## config.mk

```make
export PLATFORM = sky130hd
export DESIGN_NAME = cos_irq_unit
export DESIGN_NICKNAME = d
export VERILOG_FILES = /design/src/rtl/cos_irq_pkg.sv /design/src/rtl/cos_irq_ctrl.sv /design/src/rtl/cos_irq_datapath.sv /design/src/rtl/cos_irq_unit.sv
export SDC_FILE = /design/constraint.sdc
export NUM_CORES = 1
export LEC_CHECK = 0
export BUFFER_PORTS_ARGS = -buffer_cell sky130_fd_sc_hd__clkbuf_2
export CAP_MARGIN = 20
export CORE_MARGIN = 2
export CORE_UTILIZATION = 55
export DETAILED_ROUTE_END_ITERATION = 16
export GPL_ROUTABILITY_DRIVEN = 1
export GPL_TIMING_DRIVEN = 1
export PLACE_DENSITY = 0.72
export SYNTH_ARGS = -nofsm -noshare
export SYNTH_HDL_FRONTEND = slang
export SYNTH_SLANG_ARGS = --single-unit
```

## constraint.sdc

```tcl
create_clock -name clk -period 3.14 [get_ports clk]
set_input_delay 0.628 -clock clk [delete_from_list [all_inputs] [get_ports clk]]
set_output_delay 0.628 -clock clk [all_outputs]
set_load 0.01 [all_outputs]
```

## src/rtl/cos_irq_pkg.sv

```systemverilog
package cos_irq_pkg;
  localparam int LANES = 8;
  localparam int CNT_W = 16;
  localparam int CNT_BASE = 8;

  // configuration held by the control block
  typedef struct packed {
    logic [LANES-1:0] cosEn;
    logic [LANES-1:0] edgeFall;
    logic [LANES-1:0] cntEn;
    logic [LANES-1:0] wrapEn;
  } cfg_t;

  // single-cycle strobes from control to datapath
  typedef struct packed {
    logic [LANES-1:0] cosClr;
    logic [LANES-1:0] wrapClr;
    logic [LANES-1:0] cntLoad;
    logic [CNT_W-1:0] loadValue;
  } strobe_t;
endpackage

```

## src/rtl/cos_irq_ctrl.sv

```systemverilog
module cos_irq_ctrl
  import cos_irq_pkg::*;
#(
  parameter int ADDR_WIDTH = 4,
  parameter int DATA_WIDTH = 16
) (
  input  logic                        clk,
  input  logic                        rstN,
  input  logic                        regWrEn,
  input  logic [ADDR_WIDTH-1:0]       regAddr,
  input  logic [DATA_WIDTH-1:0]       regWrData,
  input  logic [LANES-1:0]            cosStatus,
  input  logic [LANES-1:0]            wrapStatus,
  input  logic [LANES-1:0][CNT_W-1:0] counts,
  output cfg_t                        cfg,
  output strobe_t                     strobes,
  output logic [DATA_WIDTH-1:0]       regRdData
);
  localparam logic [ADDR_WIDTH-1:0] ADDR_COS_EN    = ADDR_WIDTH'(0);
  localparam logic [ADDR_WIDTH-1:0] ADDR_EDGE_SEL  = ADDR_WIDTH'(1);
  localparam logic [ADDR_WIDTH-1:0] ADDR_CNT_EN    = ADDR_WIDTH'(2);
  localparam logic [ADDR_WIDTH-1:0] ADDR_WRAP_EN   = ADDR_WIDTH'(3);
  localparam logic [ADDR_WIDTH-1:0] ADDR_COS_STAT  = ADDR_WIDTH'(4);
  localparam logic [ADDR_WIDTH-1:0] ADDR_WRAP_STAT = ADDR_WIDTH'(5);

  logic [LANES-1:0] wrLane;
  assign wrLane = regWrData[LANES-1:0];

  always_ff @(posedge clk) begin
    if (!rstN) begin
      cfg <= '0;
    end else if (regWrEn) begin
      case (regAddr)
        ADDR_COS_EN:   cfg.cosEn    <= wrLane;
        ADDR_EDGE_SEL: cfg.edgeFall <= wrLane;
        ADDR_CNT_EN:   cfg.cntEn    <= wrLane;
        ADDR_WRAP_EN:  cfg.wrapEn   <= wrLane;
        default: ;
      endcase
    end
  end

  always_comb begin
    strobes = '0;
    strobes.loadValue = regWrData[CNT_W-1:0];
    if (regWrEn && regAddr == ADDR_COS_STAT)  strobes.cosClr  = wrLane;
    if (regWrEn && regAddr == ADDR_WRAP_STAT) strobes.wrapClr = wrLane;
    for (int i = 0; i < LANES; i++) begin
      strobes.cntLoad[i] = regWrEn && (regAddr == ADDR_WIDTH'(CNT_BASE + i));
    end
  end

  always_comb begin
    regRdData = '0;
    case (regAddr)
      ADDR_COS_EN:    regRdData[LANES-1:0] = cfg.cosEn;
      ADDR_EDGE_SEL:  regRdData[LANES-1:0] = cfg.edgeFall;
      ADDR_CNT_EN:    regRdData[LANES-1:0] = cfg.cntEn;
      ADDR_WRAP_EN:   regRdData[LANES-1:0] = cfg.wrapEn;
      ADDR_COS_STAT:  regRdData[LANES-1:0] = cosStatus;
      ADDR_WRAP_STAT: regRdData[LANES-1:0] = wrapStatus;
      default: begin
        for (int i = 0; i < LANES; i++) begin
          if (regAddr == ADDR_WIDTH'(CNT_BASE + i)) regRdData[CNT_W-1:0] = counts[i];
        end
      end
    endcase
  end
endmodule

```

## src/rtl/cos_irq_datapath.sv

```systemverilog
module cos_irq_datapath
  import cos_irq_pkg::*;
#(
  parameter int SYNC_STAGES = 2
) (
  input  logic                        clk,
  input  logic                        rstN,
  input  logic [LANES-1:0]            pinIn,
  input  cfg_t                        cfg,
  input  strobe_t                     strobes,
  output logic [LANES-1:0]            cosStatus,
  output logic [LANES-1:0]            wrapStatus,
  output logic [LANES-1:0][CNT_W-1:0] counts,
  output logic                        irq
);
  logic [SYNC_STAGES-1:0][LANES-1:0] syncPipe;
  logic [LANES-1:0] sampled, prevSample, qualEdge, wrapHit;

  always_ff @(posedge clk) begin
    if (!rstN) begin
      syncPipe   <= '0;
      prevSample <= '0;
    end else begin
      syncPipe   <= {syncPipe[SYNC_STAGES-2:0], pinIn};
      prevSample <= sampled;
    end
  end

  assign sampled = syncPipe[SYNC_STAGES-1];
  // a changed bit qualifies when its new level is the selected end level
  assign qualEdge = (sampled ^ prevSample) & (sampled ^ cfg.edgeFall);

  for (genvar g = 0; g < LANES; g++) begin : gLane
    logic countStep;
    assign countStep  = qualEdge[g] && cfg.cntEn[g] && !strobes.cntLoad[g];
    assign wrapHit[g] = countStep && (counts[g] == '1);

    always_ff @(posedge clk) begin
      if (!rstN)                   counts[g] <= '0;
      else if (strobes.cntLoad[g]) counts[g] <= strobes.loadValue;
      else if (countStep)          counts[g] <= counts[g] + CNT_W'(1);
    end
  end

  always_ff @(posedge clk) begin
    if (!rstN) begin
      cosStatus  <= '0;
      wrapStatus <= '0;
    end else begin
      cosStatus  <= (cosStatus & ~strobes.cosClr) | (qualEdge & cfg.cosEn);
      wrapStatus <= (wrapStatus & ~strobes.wrapClr) | wrapHit;
    end
  end

  assign irq = |(cosStatus & cfg.cosEn) | |(wrapStatus & cfg.wrapEn);
endmodule

```

## src/rtl/cos_irq_unit.sv

```systemverilog
module cos_irq_unit
  import cos_irq_pkg::*;
#(
  parameter int ADDR_WIDTH  = 4,
  parameter int DATA_WIDTH  = 16,
  parameter int SYNC_STAGES = 2
) (
  input  logic                  clk,
  input  logic                  rstN,
  input  logic [LANES-1:0]      pinIn,
  input  logic                  regWrEn,
  input  logic [ADDR_WIDTH-1:0] regAddr,
  input  logic [DATA_WIDTH-1:0] regWrData,
  output logic [DATA_WIDTH-1:0] regRdData,
  output logic                  irq
);
  cfg_t                        cfg;
  strobe_t                     strobes;
  logic [LANES-1:0]            cosStatus, wrapStatus;
  logic [LANES-1:0][CNT_W-1:0] counts;

  cos_irq_ctrl #(.ADDR_WIDTH(ADDR_WIDTH), .DATA_WIDTH(DATA_WIDTH)) ctrl_i (
    .clk, .rstN, .regWrEn, .regAddr, .regWrData,
    .cosStatus, .wrapStatus, .counts,
    .cfg, .strobes, .regRdData
  );

  cos_irq_datapath #(.SYNC_STAGES(SYNC_STAGES)) dp_i (
    .clk, .rstN, .pinIn, .cfg, .strobes,
    .cosStatus, .wrapStatus, .counts, .irq
  );
endmodule

```

# Word level (Yosys, flattened, before mapping)
# Index checks and enable logic that the tools add are counted.
[word_totals]
register_bits = 200
elab_cells = 145
[op_classes]
addsub = 8
n_eq_ne = 21
n_mux = 28
bitwise_logic = 13
n_reduce_logical = 58
[ops]
columns = ["cell", "n"]
rows = [
  ["$mux 16", 24],
  ["$add 16x1->16 const B", 8],
  ["$eq 16x16->1 const B", 8],
  ["$and 8x8->8", 6],
  ["$pmux 8 s6", 1],
  ["$logic_and 1x1->1", 34],
  ["$eq 4x4->1 const B", 8],
  ["$mux 8", 3],
  ["$not 8->8", 2],
  ["$or 8x8->8", 2],
  ["$reduce_bool 2->1", 8],
  ["$reduce_or 8->1", 2],
  ["$xor 8x8->8", 2],
  ["$eq 4x2->1 const B", 2],
  ["$eq 4x3->1 const B", 2],
  ["$logic_not 1->1", 8],
  ["$reduce_and 2->1", 4],
  ["$reduce_or 6->1", 1],
  ["$eq 4x1->1 const B", 1],
  ["$logic_not 4->1", 1],
  ["$or 1x1->1", 1],
]

# Logic depth before layout (Yosys ltp)
# Gate-level depths: netlist of run 1.
[depth]
depth_word = 10
mapped_depth = 7
depth_no_buf = 5

# Hierarchy
# A second synthesis of run 1 with hierarchy kept.
[hier_totals]
hier_cells = 1453
area_unflattened_um2 = 12374.4
[modules_own_cells]
columns = ["module", "instances", "cells_per_inst", "area_each_um2", "seq_area_each_um2"]
rows = [
  ["cos_irq_datapath", 1, 1043, 9111.2, 3363.2],
  ["cos_irq_ctrl", 1, 410, 3263.1, 640.6],
]

# Least setup slack after synthesis of run 1
# Ideal clock, no wire load.
[synth_timing]
path_type = "input port to output port"
start = "input port regAddr[2]"
end = "output port regRdData[6]"
arrival_time_ns = 2.027
required_time_ns = 2.512
setup_slack_ns = 0.485
cell_stages = 7
n_path_buf = 4
path_cell_list = "buf_2 -> buf_1 -> buf_1 -> buf_1 -> nand3_1 -> a21oi_1 -> o22ai_1"
[synth_between]
elab_chain_cells = 10
elab_cells_between_ends = 23
cone_classes = "eq/ne: 13; mux: 9; reduce/logical: 1"
[synth_lines]
columns = ["element", "line_no", "source"]
rows = [
  ["start: declaration", "cos_irq_unit.sv:12", "input logic [ADDR_WIDTH-1:0] regAddr,"],
  ["$eq 4x4->1", "cos_irq_ctrl.sv:64", "if (regAddr == ADDR_WIDTH'(CNT_BASE + i)) regRdData[CNT_W-1:0] = counts[i];"],
  ["$mux 16 (8 in series)", "cos_irq_ctrl.sv:64", ""],
  ["$pmux 8 s6 (*)", "cos_irq_ctrl.sv:55", "case (regAddr)"],
  ["end: declaration", "cos_irq_unit.sv:14", "output logic [DATA_WIDTH-1:0] regRdData,"],
]
# Mark *: on every way between the ends. The rest lies on a longest branch, timed or not.

# Worst setup path after layout of run 1
[layout_timing]
start = "input port regAddr[0]"
end = "output port regRdData[5]"
# Same word-level chain as after synthesis.

==> qor.yml, run 1 <==
mappedNetlistArea_um2: 11700
start_util_pct: 55.7
cts-hold-fix-buffers: 0
dp_hpwl_mm: 28.5
area_fraction_in_compound_gates_after_synthesis_pct: 27.7
cts_tree: "done"
globalRouteTotalUtil_pct: 36.3
path_max_fanout: 23
main_combinational_cell_family_by_area_after_synthesis: "compound AO/OA/AOI/OAI gates"
grt_pass1_vias: 10400
placedCellCount: 1698
number_of_antenna_violations_at_the_first_check_in_global_routing: 0
vias_per_cell: 6.87
xor_xnor_fraction_of_synth_area_pct: 4.13
crit_path_start: "regAddr[0]"
cts_made_buffers: 17
row_count: 53
yosys_most_used_dff: "sky130_fd_sc_hd__dfxtp_1"
clock_insertion_delay_at_the_later_pin_of_the_skew_report_ps: 460
detail_route.first_pass.iterations: 5
first_iter_violations: 1290
number_of_gates_given_a_new_drive_strength_after_cts: 0
highest_layer_used_for_signal_routing: "met4"
clk_root_buffer_cell: "sky130_fd_sc_hd__clkbuf_16"
fin_cells: 1730
timing_max_transition_violations_final: 0
worst_ep_arrival_time_ps: 2350
final.period_utilization_pct: 94.8
setup_violators_final: 0
worst-r2r-setup-slack_ps: 820
rsz_0062_raised_after_global_routing: "false"
ys_types: 68
final_hold_viols: 0
finalWorstPathRequiredPeriod_ps: 2980
core_um2: 21000
seq_area_frac_synth_pct: 34.3
pwr_density_cell_nw_per_um2: 433
clkSinkCount: 200
synth-edff-count: 0
timing_worst_slew_pin_value_ps: 943
clk_path_buf_depth: 2
async_flop_share_pct: 0
ys_seq_elements: 200
finalWeightedCongestion: 0.962
worst_clock_skew_ps: 13.8
routed-wl-met3_mm: 3.91
drtAntennaViolNets: 0
grt_pass1_wl_mm: 62.0
floorplan.die.width_um: 150
route.met2.wl_mm: 17.9
buffers_inserted_by_post_cts_timing_repair: 0
floorplan.die_area_um2: 22400
path_clk_slew_ps: 90
synth.mux.area_fraction_pct: 6.28
die_h_um: 150
grt-ovfl-total: 0
power.static_leakage_nw: 4.08
worstSetupStartpointType: "primary input"
n_antenna_cell: 0
area_delta_synth_final_pct: 10.0
yosys_warnings: 0
drt-wirelength-per-cell_um: 23.3
vdd_ir_drop_max_mv: 0.332
peak_freq_mhz: 336
average_size_of_a_mapped_cell_um2: 8.09
num-fill-cells: 1909
finalSetupTns_ps: 0
cts.htree.levels: 4
endpoint_kind: "primary output"
slew_headroom_pct: 36.9
routed-via-count: 11900
syn_inst: 1443
num_io_pins: 48
max_cap_violations: 0
grt_start_max_net_pins: 134
cp-endpoint: "regRdData[5]"
criticalPathCategory: "primary input to primary output"
synth_simple_gate_area_share_pct: 21.8
share_of_cells_above_drive_strength_1_pct: 11.0
worst_hold_check_path_type: "primary input to flip-flop"
buffer_ports.inserted: 47
nNetsFinal: 1481
yosys.area_share.adder_pct: 0.857
fin_total_pwr_w: 0.00556
rr_endpoint: "dp_i.wrapStatus[2]"
routedLengthMet1_mm: 17.0
reg2reg_depth: 5
rr_startpoint: "dp_i.sampled[2]"
hold_path_depth: 2
status: "complete, no violations"
required_ps: 2510
totalWireLength_mm: 40.3
drc_errors: 0
syn_nets: 1482
registers in the layout, summed over array words and instances (netlist names):
signal,flops
ctrl_i.cfg,32
dp_i.wrapStatus,8
dp_i.counts,128
dp_i.prevSample,8
dp_i.syncPipe,8
dp_i.sampled,8
dp_i.cosStatus,8
how the worst min path moves through the flow:
stage | startpoint | slack, ps | endpoint
floorplan | dp_i.syncPipe[0] | 410 | dp_i.sampled[0]
global placement | dp_i.syncPipe[5] | 410 | dp_i.sampled[5]
detailed placement | dp_i.syncPipe[0] | 420 | dp_i.sampled[0]
CTS | pinIn[3] | 360 | dp_i.syncPipe[3]
global route | pinIn[3] | 350 | dp_i.syncPipe[3]
finish | pinIn[3] | 360 | dp_i.syncPipe[3]
synthesized netlist by cell type (8+ instances only):
| master | instances | area share, % |
|---|---|---|
| sky130_fd_sc_hd__and3_1 | 9 | 0.48 |
| sky130_fd_sc_hd__a22o_1 | 9 | 0.68 |
| sky130_fd_sc_hd__nand2_1 | 112 | 3.6 |
| sky130_fd_sc_hd__and2_1 | 31 | 1.7 |
| sky130_fd_sc_hd__a311oi_1 | 12 | 0.90 |
| sky130_fd_sc_hd__a22oi_1 | 10 | 0.64 |
| sky130_fd_sc_hd__a2111oi_0 | 13 | 0.98 |
| sky130_fd_sc_hd__mux4_2 | 12 | 2.3 |
| sky130_fd_sc_hd__buf_2 | 13 | 0.56 |
| sky130_fd_sc_hd__mux2i_1 | 35 | 3.0 |
| sky130_fd_sc_hd__nand3_1 | 76 | 3.3 |
| sky130_fd_sc_hd__o22ai_1 | 19 | 1.0 |
| sky130_fd_sc_hd__xnor2_1 | 39 | 2.9 |
| sky130_fd_sc_hd__xor2_1 | 16 | 1.2 |
| sky130_fd_sc_hd__o21ai_1 | 17 | 0.73 |
| sky130_fd_sc_hd__a21boi_0 | 8 | 0.51 |
| sky130_fd_sc_hd__mux2_2 | 10 | 0.96 |
| sky130_fd_sc_hd__nor4_1 | 10 | 0.54 |
| sky130_fd_sc_hd__or4_1 | 29 | 1.9 |
| sky130_fd_sc_hd__nor3_1 | 11 | 0.47 |
| sky130_fd_sc_hd__o31ai_1 | 29 | 1.9 |
| sky130_fd_sc_hd__o2111ai_1 | 10 | 0.75 |
| sky130_fd_sc_hd__nand4_1 | 24 | 1.3 |
| sky130_fd_sc_hd__buf_1 | 12 | 0.39 |
| sky130_fd_sc_hd__clkbuf_1 | 86 | 2.8 |
| sky130_fd_sc_hd__a211oi_1 | 39 | 2.5 |
| sky130_fd_sc_hd__a221oi_1 | 10 | 0.75 |
| sky130_fd_sc_hd__and4_1 | 14 | 1.1 |
| sky130_fd_sc_hd__inv_1 | 32 | 1.0 |
| sky130_fd_sc_hd__o21ai_0 | 139 | 6.0 |
| sky130_fd_sc_hd__ha_1 | 8 | 0.86 |
| sky130_fd_sc_hd__nor2_1 | 58 | 1.9 |
| sky130_fd_sc_hd__or3_1 | 27 | 1.4 |
| sky130_fd_sc_hd__a21oi_1 | 105 | 4.5 |
| sky130_fd_sc_hd__o211ai_1 | 13 | 0.84 |
| sky130_fd_sc_hd__nand2b_1 | 8 | 0.43 |
| sky130_fd_sc_hd__a31oi_1 | 47 | 2.5 |
| sky130_fd_sc_hd__dfxtp_1 | 200 | 34 |
report_power, final:
part           switching (W)  leakage, nW  internal (W)
sequential         0.0000767         1.62       0.00259
combinational       0.000334         2.15      0.000174
clock                0.00126        0.309       0.00113
total                0.00167         4.08       0.00389
critical path, stage by stage:
cell and delay (ps):
sky130_fd_sc_hd__buf_2 200, sky130_fd_sc_hd__buf_12 210, sky130_fd_sc_hd__mux2i_1 230, sky130_fd_sc_hd__nor3_1 60, sky130_fd_sc_hd__a2111oi_0 550, sky130_fd_sc_hd__buf_4 210
sky130_fd_sc_hd__o22ai_1 100, sky130_fd_sc_hd__clkbuf_2 150
through the flow:
| stage | hold WS (ps) | area [um^2] | worst slack [ps] | util (%) |
|---|---|---|---|---|
| final | 364 | 12800 | 164 | 61.3 |
| after global placement | 413 | 12200 | 276 | 58.2 |
| after CTS | 356 | 12800 | 257 | 61.3 |
| after global routing | 348 | 12800 | 37.1 | 61.3 |
| after floorplan | 412 | 11700 | 485 | - |
| after detailed placement | 417 | 12200 | 272 | 58.2 |
metal layers:
metal	global-route usage, %	vias to the layer above
met5	0	-
met4	13.9	0
met3	6.28	105
met2	55.3	651
met1	51.3	5620
li1	-	5503
area by class of cell:
cell class,instances,area [um^2],share of cell area (%)
Sequential cell,200,4000,31.2
Tap cell,275,344,2.68
Timing Repair Buffer,93,633,4.93
Inverter,34,128,0.993
Clock buffer,17,425,3.31
Multi-Input combinational cell,1096,7090,55.2
Clock inverter,15,220,1.71
cells in the final DEF (no fill, tap or decap), types with 43 or more instances in the layout:
master / count
sky130_fd_sc_hd__o21ai_0: 139
sky130_fd_sc_hd__a31oi_1: 47
sky130_fd_sc_hd__nand2_1: 112
sky130_fd_sc_hd__nor2_1: 58
sky130_fd_sc_hd__buf_4: 43
sky130_fd_sc_hd__clkbuf_2: 45
sky130_fd_sc_hd__nand3_1: 76
sky130_fd_sc_hd__dfxtp_1: 200
sky130_fd_sc_hd__a21oi_1: 105
cells by family after synthesis:
family          count (synthesis)
buf+inv                       147
flops                         200
simple gates                  461
compound gates                515
xor+xnor                       55
fa+ha+maj                       8
mux                            57
Note: power is estimated with default switching activity, not from simulation.
==> run 2, diff against run 1 <==
--- a/config.mk
+++ b/config.mk
@@ -15,4 +15,5 @@
 export PLACE_DENSITY = 0.72
 export SYNTH_ARGS = -nofsm -noshare
 export SYNTH_HDL_FRONTEND = slang
+export SYNTH_HIERARCHICAL = 1
 export SYNTH_SLANG_ARGS = --single-unit
==> run 2 against run 1 <==
Against the previous run: utilization decreased by 0.25 points; clock power decreased by 4%; register-to-register slack improved by 120 ps; synthesized cell count increased by 0.69%; non-clock buffer count increased by 5; cell count increased by 1.4%; sequential cell count unchanged; largest power group unchanged.
==> qor.yml, run 2 <==
globalRouteTotalUtil_pct: 34.6  # was 36.3%
postLayoutCellArea_um2: 13400  # was 12800 um^2
placement.cell_area_um2: 12800  # was 12200 um^2
yosys.area.top_type: "sky130_fd_sc_hd__dfxtp_1"  # unchanged
clkSinkCount: 200  # unchanged
drtAntennaViolNets: 0  # unchanged
path_max_fanout: 33  # was 23
finalSetupTns_ps: 0  # unchanged
register_name_with_the_most_flops: "dp_i/counts"  # was dp_i.counts
grt_pass1_wl_mm: 63.3  # was 62.0 mm
reg.largest.list: "dp_i/counts (128), ctrl_i/cfg (32)"  # was dp_i.counts (128), ctrl_i.cfg (32)
worstSetupStartpointType: "primary input"  # unchanged
path_clk_slew_ps: 90  # about the same
grt_start_max_net_pins: 57  # was 134
start_util_pct: 56.4  # was 55.7%
preCtsSetupSlack_ps: 158  # was 272 ps
clk_root_buffer_cell: "sky130_fd_sc_hd__clkbuf_16"  # unchanged
seq_area_frac_synth_pct: 32.4  # was 34.3%
detail_route.first_pass.iterations: 6  # was 5
cts_tree: "done"  # unchanged
dp_hpwl_mm: 29.8  # was 28.5 mm
vias_per_cell: 6.75  # was 6.87
drt-wirelength-per-cell_um: 23.7  # was 23.3 um
cts.htree.levels: 4  # unchanged
n_antenna_cell: 0  # unchanged
worst_ep_arrival_time_ps: 2410  # was 2350 ps
die_h_um: 154  # was 150 um
buffers_inserted_by_post_cts_timing_repair: 0  # unchanged
row_count: 54  # was 53
clk_path_buf_depth: 2  # unchanged
power.static_leakage_nw: 4.68  # was 4.08 nW
finalWorstPathRequiredPeriod_ps: 3040  # was 2980 ps
share_of_cells_above_drive_strength_1_pct: 13.8  # was 11.0%
clock_insertion_delay_at_the_later_pin_of_the_skew_report_ps: 450  # was 460 ps
timing_worst_slew_pin_value_ps: 1020  # was 943 ps
worst_clock_skew_ps: 15.5  # was 13.8 ps
number_of_gates_given_a_new_drive_strength_after_cts: 0  # unchanged
fin_worst_hold_slack_ps: 379  # was 364 ps
yosys_most_used_dff: "sky130_fd_sc_hd__dfxtp_1"  # unchanged
pwr_density_cell_nw_per_um2: 414  # was 433 nW/um^2
final_hold_viols: 0  # unchanged
required_ps: 2510  # about the same
layout_commonest_cell: "sky130_fd_sc_hd__dfxtp_1"  # unchanged
yosys_warnings: 6  # was 0
nNetsFinal: 1500  # was 1481
final_critical_path_setup_slack_ps: 103  # was 164 ps
criticalPathCategory: "primary input to primary output"  # unchanged
peak_freq_mhz: 329  # was 336 MHz
synth.top_cells.by_count: "sky130_fd_sc_hd__dfxtp_1 (200), sky130_fd_sc_hd__o21ai_0 (152), sky130_fd_sc_hd__a21oi_1 (104), sky130_fd_sc_hd__clkbuf_1 (60), sky130_fd_sc_hd__nand2_1 (58)"  # was sky130_fd_sc_hd__dfxtp_1 (200), sky130_fd_sc_hd__o21ai_0 (139), sky130_fd_sc_hd__nand2_1 (112), sky130_fd_sc_hd__a21oi_1 (105), sky130_fd_sc_hd__clkbuf_1 (86)
num-fill-cells: 1929  # was 1909
fin_total_pwr_w: 0.00556  # about the same
routed-via-count: 11800  # was 11900
floorplan.die_area_um2: 23700  # was 22400 um^2
rsz_0062_raised_after_global_routing: "false"  # unchanged
number_of_antenna_violations_at_the_first_check_in_global_routing: 0  # unchanged
vdd_ir_drop_max_mv: 0.300  # was 0.332 mV
timing_max_transition_violations_final: 0  # unchanged
final.period_utilization_pct: 96.7  # was 94.8%
ys_types: 94  # was 68
worst_hold_check_path_type: "primary input to flip-flop"  # unchanged
finalWeightedCongestion: 0.985  # was 0.962
synth.area.top_cells: "sky130_fd_sc_hd__dfxtp_1 (32%), sky130_fd_sc_hd__o21ai_0 (6.1%), sky130_fd_sc_hd__mux2i_1 (4.5%)"  # was sky130_fd_sc_hd__dfxtp_1 (34%), sky130_fd_sc_hd__o21ai_0 (6.0%), sky130_fd_sc_hd__a21oi_1 (4.5%)
ys_seq_elements: 200  # unchanged
first_iter_violations: 1618  # was 1290
average_size_of_a_mapped_cell_um2: 8.52  # was 8.09 um^2
grt-ovfl-total: 0  # unchanged
floorplan.die.width_um: 154  # was 150 um
async_flop_share_pct: 0  # unchanged
largest_register_ffs: 128  # unchanged
buffer_ports.inserted: 47  # unchanged
core_um2: 22000  # was 21000 um^2
status: "complete, no violations"  # unchanged
area_delta_synth_final_pct: 8.35  # was 10.0%
slew_headroom_pct: 31.6  # was 36.9%
synth-edff-count: 0  # unchanged
cts_made_buffers: 17  # unchanged
setup_violators_final: 0  # unchanged
syn_nets: 1492  # was 1482
drc_errors: 0  # unchanged
totalWireLength_mm: 41.5  # was 40.3 mm
cts-hold-fix-buffers: 0  # unchanged
max_cap_violations: 0  # unchanged
mostFrequentLayoutCells: "sky130_fd_sc_hd__dfxtp_1 (200), sky130_fd_sc_hd__o21ai_0 (152), sky130_fd_sc_hd__a21oi_1 (104)"  # was sky130_fd_sc_hd__dfxtp_1 (200), sky130_fd_sc_hd__o21ai_0 (139), sky130_fd_sc_hd__nand2_1 (112)
synth_largest_type_area_fraction_pct: 32.4  # was 34.3%
mappedNetlistArea_um2: 12400  # was 11700 um^2
endpoint_kind: "primary output"  # unchanged
num_io_pins: 48  # unchanged
yosys.cell_count.top_type: "sky130_fd_sc_hd__dfxtp_1"  # unchanged
grt_pass1_vias: 10800  # was 10400
syn_inst: 1453  # was 1443
==> run 2: cell types whose count changed in the layout (fill, tap and decap cells not counted), moves of 18 or more <==
| cell | delta |
|---|---|
| sky130_fd_sc_hd__o31ai_1 | -18 |
| sky130_fd_sc_hd__nand3_1 | -21 |
| sky130_fd_sc_hd__mux2i_1 | +21 |
| sky130_fd_sc_hd__nand2_1 | -54 |
| sky130_fd_sc_hd__nor2b_1 | +39 |
| sky130_fd_sc_hd__nand2b_1 | +21 |
| sky130_fd_sc_hd__or4_1 | -18 |
==> run 2: path summary, 6_finish.rpt <==
kind	startpoint	end	slack, ps	depth (start not counted)
hold / removal	pinIn[1]	dp_i/syncPipe[1]	380	2
setup reg to reg	ctrl_i/cfg[21]	dp_i/wrapStatus[5]	940	4
setup / recovery	regAddr[0]	regRdData[5]	100	9
hold reg to reg	dp_i/syncPipe[7]	dp_i/sampled[7]	440	1
==> run 2: cell type report <==
class / count / area (um^2) / share of cell area [%]
Timing Repair Buffer: 98 / 671 / 5.00
Clock inverter: 15 / 180 / 1.34
Tap cell: 280 / 350 / 2.61
Clock buffer: 17 / 425 / 3.17
Sequential cell: 200 / 4000 / 29.9
Inverter: 40 / 150 / 1.12
Multi-Input combinational cell: 1104 / 7630 / 56.9
==> run 2: power breakdown <==
group | internal (W) | leakage (nW) | total, W | switching (W)
logic | 0.000213 | 2.77 | 0.000570 | 0.000357
clock network | 0.00115 | 0.294 | 0.00228 | 0.00114
registers | 0.00260 | 1.62 | 0.00270 | 0.000103
total | 0.00396 | 4.68 | 0.00556 | 0.00160
==> run 2: metrics by stage <==
step,cells,util [%]
6_report,1754,61.1
5_1_grt,1754,61.1
4_1_cts,1754,61.1
3_5_place_dp,1722,58.3
3_3_place_gp,1722,58.3
2_1_floorplan,1453,-
==> run 2: cell families (layout without fill, tap and decap cells) <==
kind of cell             after synthesis  count (layout)  synth area share, %
AO/OA/AOI/OAI                        514             514                 28.3
XOR/XNOR                              56              56                 3.96
adder cells (fa/ha/maj)                8               8                0.809
buffers and inverters                149             170                 6.01
flip-flops                           200             200                 32.4
multiplexers                          70              70                 6.20
AND/OR/NAND/NOR                      456             456                 22.3
==> run 2: critical path, cell delays in order <==
cell and delay (ps):
sky130_fd_sc_hd__clkbuf_2 140, sky130_fd_sc_hd__buf_12 220, sky130_fd_sc_hd__buf_4 260, sky130_fd_sc_hd__mux2i_1 330
sky130_fd_sc_hd__nor2_1 100, sky130_fd_sc_hd__a21oi_1 210, sky130_fd_sc_hd__o21a_1 200, sky130_fd_sc_hd__o21ai_0 150
sky130_fd_sc_hd__clkbuf_2 160
==> run 2: routing by layer <==
layer	GRT usage [%]	routed length [um]	up-vias
li1	-	-	5496
met2	53.7	18300	608
met4	17.7	2050	0
met5	0	0	-
met1	45.6	17200	5617
met3	7.10	3970	114
==> run 3, diff against run 2 <==
--- a/config.mk
+++ b/config.mk
@@ -12,7 +12,7 @@
 export DETAILED_ROUTE_END_ITERATION = 16
 export GPL_ROUTABILITY_DRIVEN = 1
 export GPL_TIMING_DRIVEN = 1
-export PLACE_DENSITY = 0.72
+export PLACE_DENSITY_LB_ADDON = 0.1
 export SYNTH_ARGS = -nofsm -noshare
 export SYNTH_HDL_FRONTEND = slang
 export SYNTH_HIERARCHICAL = 1
==> run 3 against run 2 <==
Against the previous run: power is 0.88% higher; setup slack better by 19 ps; utilization is 0.063 points higher; sequential power hardly changed; routed wire length is 2.8% higher; maximum frequency is 0.63% higher; clock skew is 4.3 ps lower; highest routed layer is now met5.
==> qor.yml, run 3 (synthesis gave the netlist of run 2 again) <==
crit_path_start: "regAddr[1]"  # was regAddr[0]
layout_commonest_cell: "sky130_fd_sc_hd__dfxtp_1"  # unchanged
vdd_ir_drop_max_mv: 0.282  # was 0.300 mV
status: "complete, no violations"  # unchanged
layer_with_the_highest_usage: "met2"  # unchanged
grt-ovfl-total: 0  # unchanged
finalWeightedCongestion: 1.02  # was 0.985
cts_made_buffers: 17  # unchanged
nNetsFinal: 1502  # was 1500
final_hold_viols: 0  # unchanged
die_h_um: 154  # unchanged
share_of_cells_above_drive_strength_1_pct: 13.8  # about the same
endpoint_kind: "primary output"  # unchanged
clk_root_buffer_cell: "sky130_fd_sc_hd__clkbuf_16"  # unchanged
rr_startpoint: "ctrl_i/cfg[20]"  # was ctrl_i/cfg[21]
grt_util_met1_pct: 47.9  # was 45.6%
worstSetupStartpointType: "primary input"  # unchanged
worst_hold_check_path_type: "primary input to flip-flop"  # unchanged
clock_insertion_delay_at_the_later_pin_of_the_skew_report_ps: 450  # about the same
cts.htree.levels: 4  # unchanged
reg2reg_depth: 4  # unchanged
detail_route.first_pass.iterations: 8  # was 6
reg.largest.list: "dp_i/counts (128), ctrl_i/cfg (32)"  # unchanged
postLayoutCellArea_um2: 13400  # about the same
n_antenna_cell: 0  # unchanged
vias_per_cell: 6.83  # was 6.75
globalRouteTotalUtil_pct: 35.6  # was 34.6%
number_of_antenna_violations_at_the_first_check_in_global_routing: 1  # was 0
cts_tree: "done"  # unchanged
fin_total_pwr_w: 0.00560  # was 0.00556 W
placedCellCount: 1724  # was 1722
row_count: 54  # unchanged
timing_worst_slew_pin_value_ps: 1030  # was 1020 ps
worst_clock_skew_ps: 11.2  # was 15.5 ps
floorplan.die_area_um2: 23700  # unchanged
clk_path_buf_depth: 2  # unchanged
hold_path_startpoint: "pinIn[4]"  # was pinIn[1]
finalWorstPathRequiredPeriod_ps: 3020  # was 3040 ps
num_io_pins: 48  # unchanged
rr_endpoint: "dp_i/wrapStatus[4]"  # was dp_i/wrapStatus[5]
cts-hold-fix-buffers: 0  # unchanged
timing_max_transition_violations_final: 0  # unchanged
grt_use_met2_pct: 57.3  # was 53.7%
placement.cell_area_um2: 12800  # about the same
worst_ep_arrival_time_ps: 2390  # was 2410 ps
slew_headroom_pct: 31.3  # was 31.6%
num-fill-cells: 1977  # was 1929
grt_pass1_wl_mm: 64.9  # was 63.3 mm
path_clk_slew_ps: 90  # about the same
clkSinkCount: 200  # unchanged
mostFrequentLayoutCells: "sky130_fd_sc_hd__dfxtp_1 (200), sky130_fd_sc_hd__o21ai_0 (152), sky130_fd_sc_hd__a21oi_1 (104)"  # unchanged
required_ps: 2510  # about the same
routed-via-count: 12000  # was 11800
fin_cells: 1756  # was 1754
grt_pass1_vias: 11000  # was 10800
buffers_inserted_by_post_cts_timing_repair: 0  # unchanged
largest_register_ffs: 128  # unchanged
first_iter_violations: 1075  # was 1618
dp_hpwl_mm: 30.5  # was 29.8 mm
max_cap_violations: 0  # unchanged
area_delta_synth_final_pct: 8.46  # was 8.35%
drc_errors: 0  # unchanged
drtAntennaViolNets: 0  # unchanged
peak_freq_mhz: 331  # was 329 MHz
worst-r2r-setup-slack_ps: 1010  # was 940 ps
cp-endpoint: "regRdData[8]"  # was regRdData[5]
totalWireLength_mm: 42.7  # was 41.5 mm
register_name_with_the_most_flops: "dp_i/counts"  # unchanged
number_of_gates_given_a_new_drive_strength_after_cts: 0  # unchanged
fin_worst_hold_slack_ps: 383  # was 379 ps
setup_violators_final: 0  # unchanged
drt-wirelength-per-cell_um: 24.3  # was 23.7 um
core_um2: 22000  # unchanged
criticalPathCategory: "primary input to primary output"  # unchanged
gr-usage-met3_pct: 4.96  # was 7.10%
buffer_ports.inserted: 47  # unchanged
finalSetupTns_ps: 0  # unchanged
floorplan.die.width_um: 154  # unchanged
start_util_pct: 56.4  # unchanged
grt_start_max_net_pins: 55  # was 57
path_max_fanout: 16  # was 33
pwr_density_cell_nw_per_um2: 418  # was 414 nW/um^2
rsz_0062_raised_after_global_routing: "false"  # unchanged
power.static_leakage_nw: 4.69  # was 4.68 nW
final.period_utilization_pct: 96.1  # was 96.7%
run 3: changes by cell type in the layout (fill, tap and decap cells not counted):
cell / change
sky130_fd_sc_hd__inv_6: +2
sky130_fd_sc_hd__buf_4: +2
sky130_fd_sc_hd__clkinv_4: -2
sky130_fd_sc_hd__clkbuf_1: +1
sky130_fd_sc_hd__clkinv_2: -1
run 3: layer usage:
layer  vias to the layer above  share of wire, %  wire [um]
li1                       5520                 -          -
met1                      5811                42      17900
met2                       560                46      19500
met3                       103               8.0       3430
met4                         2               4.3       1820
met5                         -             0.023         10
run 3: stage by stage:
stage / utilization (%) / worst slack, ps
floorplan: - / 586
global placement: 58.4 / 90.7
detailed placement: 58.4 / 63.3
CTS: 61.1 / 180
global route: 61.1 / 51.7
finish: 61.1 / 122
run 3: worst min path at each step:
| stage | slack, ps | cells after the start | to |
|---|---|---|---|
| after floorplan | 410 | 1 | dp_i/sampled[0] |
| after global placement | 410 | 1 | dp_i/sampled[4] |
| after detailed placement | 420 | 1 | dp_i/sampled[3] |
| after CTS | 370 | 2 | dp_i/syncPipe[2] |
| after global routing | 380 | 2 | dp_i/syncPipe[2] |
| final | 380 | 2 | dp_i/syncPipe[4] |
run 3: area by class of cell:
class	instances	area, um^2	area share, %
multi-input cells	1104	7630	56.8
flip-flops and latches	200	4000	29.8
clock buffers	18	429	3.20
well taps	280	350	2.61
inverters	40	150	1.12
repair buffers	100	686	5.11
clock inverters	14	175	1.31
run 3: worst max-delay path, cell delays in order:
cell and delay [ps]:
sky130_fd_sc_hd__clkbuf_2 210, sky130_fd_sc_hd__buf_4 260, sky130_fd_sc_hd__buf_4 220, sky130_fd_sc_hd__nand2b_1 160, sky130_fd_sc_hd__nor2_1 300, sky130_fd_sc_hd__buf_4 190
sky130_fd_sc_hd__a21oi_1 60, sky130_fd_sc_hd__a21oi_1 190, sky130_fd_sc_hd__clkbuf_2 160
run 3: power breakdown:
part	total, W	leakage, nW	switching, W	internal, W
Combinational	0.000579	2.78	0.000365	0.000213
Sequential	0.00270	1.62	0.000102	0.00260
Clock	0.00232	0.292	0.00117	0.00115
Total	0.00560	4.69	0.00164	0.00396
